$ cat src/rtl/flagreg_pkg.sv
`timescale 1ns/1ps
package flagreg_pkg;

    localparam int FB_C = 0;
    localparam int FB_Z = 1;
    localparam int FB_N = 2;
    localparam int FB_V = 3;
    localparam int FB_S = 4;
    localparam int FB_H = 5;
    localparam int FB_T = 6;
    localparam int FB_I = 7;
    localparam int FLAG_W = 8;

    typedef enum logic [1:0] {
        OPC_ADD   = 2'd0,
        OPC_SUB   = 2'd1,
        OPC_LOGIC = 2'd2,
        OPC_NONE  = 2'd3
    } opclass_e;

    typedef struct packed {
        logic upd_ch;
        logic upd_nzv;
        logic c;
        logic z;
        logic n;
        logic v;
        logic h;
    } alu_flags_t;

    function automatic logic add_carry(input logic a, input logic b, input logic r);
        return (a & b) | (a & ~r) | (b & ~r);
    endfunction

    function automatic logic sub_borrow(input logic a, input logic b, input logic r);
        return (~a & b) | (b & r) | (r & ~a);
    endfunction

endpackage

$ cat src/rtl/flagreg_calc.sv
`timescale 1ns/1ps
module flagreg_calc
    import flagreg_pkg::*;
#(
    parameter int DATA_W = 8
) (
    input  logic              valid,
    input  opclass_e          op,
    input  logic [DATA_W-1:0] a,
    input  logic [DATA_W-1:0] b,
    input  logic [DATA_W-1:0] res,
    output alu_flags_t        flg
);
    localparam int MSB      = DATA_W - 1;
    localparam int HALF_BIT = DATA_W / 2 - 1;

    logic unused_ab;
    assign unused_ab = ^{a, b};

    always_comb begin
        flg         = '0;
        flg.n       = res[MSB];
        flg.z       = (res == '0);
        if (valid) begin
            unique case (op)
                OPC_ADD: begin
                    flg.upd_ch  = 1'b1;
                    flg.upd_nzv = 1'b1;
                    flg.c = add_carry(a[MSB], b[MSB], res[MSB]);
                    flg.h = add_carry(a[HALF_BIT], b[HALF_BIT], res[HALF_BIT]);
                    flg.v = (a[MSB] & b[MSB] & ~res[MSB]) | (~a[MSB] & ~b[MSB] & res[MSB]);
                end
                OPC_SUB: begin
                    flg.upd_ch  = 1'b1;
                    flg.upd_nzv = 1'b1;
                    flg.c = sub_borrow(a[MSB], b[MSB], res[MSB]);
                    flg.h = sub_borrow(a[HALF_BIT], b[HALF_BIT], res[HALF_BIT]);
                    flg.v = (a[MSB] & ~b[MSB] & ~res[MSB]) | (~a[MSB] & b[MSB] & res[MSB]);
                end
                OPC_LOGIC: begin
                    flg.upd_nzv = 1'b1;
                    flg.v       = 1'b0;
                end
                default: ;
            endcase
        end
    end

endmodule

$ cat src/rtl/flagreg_bitcopy.sv
`timescale 1ns/1ps
module flagreg_bitcopy #(
    parameter int DATA_W = 8,
    localparam int SEL_W = $clog2(DATA_W)
) (
    input  logic [DATA_W-1:0] bst_src,
    input  logic [SEL_W-1:0]  bst_sel,
    output logic              bst_bit,
    input  logic [DATA_W-1:0] bld_src,
    input  logic [SEL_W-1:0]  bld_sel,
    input  logic              t_bit,
    output logic [DATA_W-1:0] bld_out
);
    assign bst_bit = bst_src[bst_sel];

    for (genvar k = 0; k < DATA_W; k++) begin : g_bld
        assign bld_out[k] = (bld_sel == SEL_W'(k)) ? t_bit : bld_src[k];
    end

endmodule

$ cat src/rtl/flagreg_ie.sv
`timescale 1ns/1ps
module flagreg_ie (
    input  logic i_cur,
    input  logic irq_take,
    input  logic irq_return,
    input  logic ie_set,
    input  logic ie_clr,
    output logic i_nxt
);
    always_comb begin
        if (irq_take || ie_clr)
            i_nxt = 1'b0;
        else if (irq_return || ie_set)
            i_nxt = 1'b1;
        else
            i_nxt = i_cur;
    end
endmodule

$ cat src/rtl/alu_flag_reg.sv
`timescale 1ns/1ps
module alu_flag_reg
    import flagreg_pkg::*;
#(
    parameter int DATA_W = 8,
    localparam int SEL_W = $clog2(DATA_W)
) (
    input  logic              clk,
    input  logic              rst,
    input  logic              alu_valid,
    input  logic [1:0]        alu_op,
    input  logic [DATA_W-1:0] alu_a,
    input  logic [DATA_W-1:0] alu_b,
    input  logic [DATA_W-1:0] alu_res,
    input  logic              irq_take,
    input  logic              irq_return,
    input  logic              ie_set,
    input  logic              ie_clr,
    input  logic              bst_en,
    input  logic [DATA_W-1:0] bst_src,
    input  logic [SEL_W-1:0]  bst_sel,
    input  logic [DATA_W-1:0] bld_src,
    input  logic [SEL_W-1:0]  bld_sel,
    output logic [DATA_W-1:0] bld_out,
    input  logic              wr_en,
    input  logic [FLAG_W-1:0] wr_data,
    output logic [FLAG_W-1:0] flags
);
    logic [FLAG_W-1:0] q, q_nxt;
    alu_flags_t        calc;
    logic              bst_bit;
    logic              i_nxt;

    flagreg_calc #(.DATA_W(DATA_W)) u_calc (
        .valid (alu_valid),
        .op    (opclass_e'(alu_op)),
        .a     (alu_a),
        .b     (alu_b),
        .res   (alu_res),
        .flg   (calc)
    );

    flagreg_bitcopy #(.DATA_W(DATA_W)) u_bitcopy (
        .bst_src (bst_src),
        .bst_sel (bst_sel),
        .bst_bit (bst_bit),
        .bld_src (bld_src),
        .bld_sel (bld_sel),
        .t_bit   (q[FB_T]),
        .bld_out (bld_out)
    );

    flagreg_ie u_ie (
        .i_cur      (q[FB_I]),
        .irq_take   (irq_take),
        .irq_return (irq_return),
        .ie_set     (ie_set),
        .ie_clr     (ie_clr),
        .i_nxt      (i_nxt)
    );

    always_comb begin
        q_nxt = q;
        if (calc.upd_nzv) begin
            q_nxt[FB_N] = calc.n;
            q_nxt[FB_Z] = calc.z;
            q_nxt[FB_V] = calc.v;
        end
        if (calc.upd_ch) begin
            q_nxt[FB_C] = calc.c;
            q_nxt[FB_H] = calc.h;
        end
        if (bst_en)
            q_nxt[FB_T] = bst_bit;
        q_nxt[FB_I] = i_nxt;
        q_nxt[FB_S] = q_nxt[FB_N] ^ q_nxt[FB_V];
        if (wr_en) begin
            q_nxt       = wr_data;
            q_nxt[FB_S] = wr_data[FB_N] ^ wr_data[FB_V];
        end
    end

    always_ff @(posedge clk) begin
        if (rst)
            q <= '0;
        else
            q <= q_nxt;
    end

    assign flags = q;

    AST_SIGN_RELATION: assert property (@(posedge clk) disable iff (rst)
        flags[FB_S] == (flags[FB_N] ^ flags[FB_V]));

    AST_LOGIC_KEEPS_CH: assert property (@(posedge clk) disable iff (rst)
        (alu_valid && alu_op == 2'd2 && !wr_en) |=>
            (flags[FB_C] == $past(flags[FB_C]) && flags[FB_H] == $past(flags[FB_H]) && !flags[FB_V]));

    AST_TAKE_CLEARS_I: assert property (@(posedge clk) disable iff (rst)
        ((irq_take || ie_clr) && !wr_en) |=> !flags[FB_I]);

    AST_RETURN_SETS_I: assert property (@(posedge clk) disable iff (rst)
        (irq_return && !irq_take && !ie_clr && !wr_en) |=> flags[FB_I]);

    AST_WRITE_WINS: assert property (@(posedge clk) disable iff (rst)
        wr_en |=> (flags[7:5] == $past(wr_data[7:5]) && flags[3:0] == $past(wr_data[3:0])));

    AST_IRQ_KEEPS_REST: assert property (@(posedge clk) disable iff (rst)
        (!alu_valid && !bst_en && !wr_en) |=> $stable(flags[FB_T:FB_C]));

endmodule

$ cat config.mk
export PLATFORM = sky130hd
export DESIGN_NAME = alu_flag_reg
export DESIGN_NICKNAME = d
export VERILOG_FILES = /design/src/rtl/flagreg_pkg.sv /design/src/rtl/flagreg_calc.sv /design/src/rtl/flagreg_bitcopy.sv /design/src/rtl/flagreg_ie.sv /design/src/rtl/alu_flag_reg.sv
export SDC_FILE = /design/constraint.sdc
export NUM_CORES = 1
export LEC_CHECK = 0
export ABC_AREA = 1
export BUFFER_PORTS_ARGS = -buffer_cell sky130_fd_sc_hd__buf_2
export CAP_MARGIN = 20
export CORE_AREA = 2 2 71 56
export CTS_BUF_LIST = sky130_fd_sc_hd__clkbuf_4 sky130_fd_sc_hd__clkbuf_8
export DETAILED_ROUTE_END_ITERATION = 12
export DIE_AREA = 0 0 73 58
export HOLD_SLACK_MARGIN = 0.1
export PLACE_DENSITY = 0.58
export SLEW_MARGIN = 10
export SYNTH_ARGS = -nofsm -noshare
export SYNTH_HDL_FRONTEND = slang
export SYNTH_HIERARCHICAL = 1
export SYNTH_SLANG_ARGS = --single-unit
$ cat constraint.sdc
create_clock -name clk -period 1.38 [get_ports clk]
set_input_delay 0.207 -clock clk [delete_from_list [all_inputs] [get_ports clk]]
set_output_delay 0.207 -clock clk [all_outputs]
set_load 0.05 [all_outputs]
==> Yosys cells after proc, flatten, opt, wreduce, memory -nomap -nowiden <==
Cells that the tools add are included.
{ "op_classes": {"bitwise_logic": 35, "n_mul": 0, "n_eq_ne": 9, "n_reduce_logical": 11, "muxes": 24, "n_addsub": 0, "div_mod_pow": 0, "shifts": 0, "order_cmp": 1} }
{ "ops": {"columns": ["operator", "count"], "rows": [
  ["$and 1x1->1", 18],
  ["$mux 1", 16],
  ["$eq 3x3->1 const B", 4],
  ["$or 1x1->1", 10],
  ["$logic_not 8->1", 1],
  ["$mux 8", 1],
  ["$eq 3x2->1 const B", 2],
  ["$mux 3", 2],
  ["$pmux 1 s2", 3],
  ["$reduce_bool 2->1", 3],
  ["$not 1->1", 5],
  ["$lt 3x4->1 const B", 1],
  ["$bmux 1 s3", 1],
  ["$eq 3x1->1 const B", 1],
  ["$logic_not 3->1", 1],
  ["$reduce_bool 3->1", 1],
  ["$reduce_or 3->1", 1],
  ["$eq 2x1->1 const B", 1],
  ["$eq 2x2->1 const B", 1],
  ["$logic_not 2->1", 1],
  ["$logic_or 1x1->1", 2],
  ["$mux 2", 1],
  ["$reduce_or 2->1", 1],
  ["$xor 1x1->1", 2]
]} }
{ "totals": {"n_memories": 0, "inputBits": 65, "latch_bits": 0, "rom_bits": 0, "mem_bits_rw": 0, "register_bits": 8} }

==> Longest topological paths before layout <==
{ "depth": {"ltp_word": 9, "depth_mapped": 11, "depth_no_buf": 11} }

==> Modules after synthesis <==
The synthesis kept the hierarchy.
{ "by_module_without_submodules": {"columns": ["module", "area_per_inst_um2", "cells_per_inst", "seq_area_each_um2", "n_inst"], "rows": [
  ["alu_flag_reg", 422.9, 67, 160.2, 1],
  ["flagreg_bitcopy", 235.2, 56, 0.0, 1],
  ["flagreg_calc", 176.4, 41, 0.0, 1],
  ["flagreg_ie", 30.0, 6, 0.0, 1]
]} }

==> Worst setup path after synthesis <==
No wires, ideal clock.
{ "synth_timing": {"kind": "register to output", "startpoint": "reg q[6], in the netlist flags[6]", "endpoint": "out bld_out[0]", "setup_slack_ns": -0.782, "path_buffers": 0, "arrival_time_ns": 1.955, "path_stages_with_launch": 3, "path_cell_list": "dfxtp_1 > inv_1 > o21ai_0"} }
{ "synth_via": {"elab_chain_len": 1} }
{ "synth_lines": {"columns": ["item", "line", "rtl"], "rows": [
  ["from (decl)", "alu_flag_reg.sv:29", "logic [FLAG_W-1:0] q, q_nxt;"],
  ["from (signal assigned)", "alu_flag_reg.sv:87", "q <= q_nxt;"],
  ["$mux 1", "flagreg_bitcopy.sv:17", "assign bld_out[k] = (bld_sel == SEL_W'(k)) ? t_bit : bld_src[k];"],
  ["to (decl)", "alu_flag_reg.sv:24", "output logic [DATA_W-1:0] bld_out,"]
]} }
Every way passes these cells.

==> Worst setup path in the final report <==
{ "layout_timing": {"startpoint": "reg q[6], in the netlist flags[6]", "endpoint": "out bld_out[7]"} }
Same word-level chain as after synthesis.

==> flow_summary.yaml <==
global_route:
  overflow: 0
  first_global_vias: 994
  grt_pass1_wl_um: 3939
  gr-usage-all-layers_pct: 11.66
  grt_max_degree: 11
  antenna_found_initial: 0
worst_setup_path:
  rrSetupSlack_ns: 0.60
  worstSetupPathType: "flip-flop to output port"
  cp.required_ns: 1.17
  worst_ep_arrival_time_ns: 1.13
  slowest_delay_ns: 0.35
  crit_chain: "clkinvlp_4 > buf_12 > o21ai_4 > buf_4"
  crit_fanout: 8
  start_kind: "flip-flop"
  critPathSlowestCell: "dfxtp_4"
  worst_setup_path_end_kind: "output port"
yosys:
  syn_nets: 235
  syn_area_per_cell_um2: 5.086
  ys_types: 18
  synth_seq_cells: 8
  synth_seq_area_share_pct: 18.52
  postSynthCellCount: 170
  yosys_warnings: 6
  syn-cell-area_um2: 864.6
route:
  wl_per_cell_um: 8.541
  routed_via_density: 4.152
  dr.max_layer_used: "met4"
  ant_nets: 0
  via_count: 1175
  drc: 0
  drt_iter0_drc: 33
  drt-met1-wl_um: 1263
  met2WireLength_um: 925
  routed_wirelength_um: 2417
  routed-wl-met3_um: 220
  dr.pass1.iters: 4
floorplan:
  rows: 19
  pin_count: 81
  core_area_um2: 3542
  start_util_pct: 24.41
  die_x_um: 73
  die_area_um2: 4234
  die_h_um: 58
clock_network:
  cts_tree: "yes"
  numCtsBuffers: 3
  clk_latency_ns: 0.23
  cts_setup_buffers: 0
  cts.sinks: 8
  cts_root_buf: "clkbuf_8"
  clock_path_buffers: 2
  htree_levels: 1
  clkTransAtPathRegs_ns: 0.04
  ctsHoldBuffers: 0
sta:
  fmax_ghz: 0.7457
  slew-limit-headroom_pct: 81.36
  skew_ns: 0.0001283
  period_needed_ns: 1.341
  finalSetupViolCount: 0
  fin_crit_sh_pct: 97.17
  finalHoldViolCount: 0
  maxSlewViolCount: 0
  setup_tns_ns: 0
  tightest_slew_ns: 0.2770
  grt_setup_unrepaired: "no"
layout:
  layout-drive-gt1-share_pct: 38.17
  stdcell_count: 283
  layout.cells.most_common_list: "buf_2, nand2_1, inv_1, nand3_1, nor2_1"
  final_common_cell: "buf_2"
  finalNetCount: 307
  diodes: 0
  area_growth_pct: 67.73
  largest_register_ffs: 8
pwr:
  p_leak_nw: 0.8538
  power_density_nw_per_um2: 717.9
  p_sw_uw: 398.7
  total_power_mw: 1.041
  combPwrFrac_pct: 45.4
  pwr-share-seq_pct: 24.8
  pwr-share-clk_pct: 29.9
  switching_share_pct: 38.30
  vdd_drop_max_mv: 0.4233
  p_int_uw: 642.4
placed_design:
  gp_congestion: 0.7826
  portBuffers: 67
  placed_cells: 279
  hpwlAfterDp_um: 2067
worst_hold_path:
  hold_path_class: "input port to flip-flop"
flow_run:
  cap_violations: 0
run_status:
  run_status: "complete, no violations"
-- cells by family (layout without fill, tap and decap cells) --
kind of cell	after synthesis	after routing	synth area share, %
AOI/OAI and AO/OA	22	22	13.46
buffers and inverters	41	112	18.96
DFF	8	8	18.52
and+or+nand+nor	99	99	49.06
-- worst paths after layout --
kind / end / depth (start not counted) / start
setup reg to reg: flags[4]$_SDFF_PP0_ / 6 / flags[3]$_SDFF_PP0_
hold / removal: flags[3]$_SDFF_PP0_ / 2 / rst
hold reg to reg: flags[0]$_SDFFE_PP0P_ / 4 / flags[0]$_SDFFE_PP0P_
setup / recovery: bld_out[7] / 4 / flags[6]$_SDFFE_PP0P_
-- power groups by stage --
stage | logic, mW | clock network, mW | registers, mW
finish | 0.472 | 0.311 | 0.258
global route | 0.516 | 0.341 | 0.259
CTS | 0.466 | 0.323 | 0.258
detailed placement | 0.454 | 0 | 0.262
global placement | 0.453 | 0 | 0.261
floorplan | 0.247 | 0 | 0.319
-- worst max-delay path, delay by kind of cell, from the launching register on --
family                 cells  cell delay (ns)
buffers and inverters      3             0.44
DFF                        1             0.35
AOI/OAI and AO/OA          1             0.11
-- per-stage QoR --
| step | hold slack, ns | utilization, % | setup slack (ns) | area (um2) |
|---|---|---|---|---|
| finish | 0.1960 | 40.94 | 0.03902 | 1450 |
| global route | 0.1994 | 40.94 | 0.001676 | 1450 |
| CTS | 0.1860 | 40.41 | 0.02124 | 1431 |
| detailed placement | 0.4296 | 38.47 | 0.1163 | 1363 |
| global placement | 0.4301 | 38.47 | 0.1282 | 1363 |
| floorplan | 0.2761 | - | -0.009860 | 962.2 |
-- metal layers --
layer / global-route usage, % / vias up
met5: 0 / -
met4: 2.381 / 0
met3: 4.348 / 2
met2: 16.86 / 47
met1: 16.56 / 459
li1: - / 667
-- Yosys cell counts, drive strengths merged --
cell type  count  share of area (%)
nand2         58                 26
inv           37                 16
nand3         26                 16
nor2          14                6.4
o21ai         13                7.5
a21oi          8                5.1
dfxtp          8                 19
buf            2                1.7
clkinv         2               0.87
nor4           1               0.72
o211ai         1               0.87
-- final cells by class --
| class | instances | area (um2) |
|---|---|---|
| repair buffers | 69 | 401.6 |
| multi-input cells | 121 | 630.6 |
| fillers | 398 | 2092 |
| flip-flops and latches | 8 | 163.9 |
| inverters | 39 | 152.6 |
| clock buffers | 4 | 48.80 |
| well taps | 42 | 52.55 |
-- what timing repair did --
item	CTS	global route
gates resized for setup	8	5
hold endpoints to repair	0	0
setup endpoints to repair	8	5
Note: power is estimated with default switching activity, not from simulation.
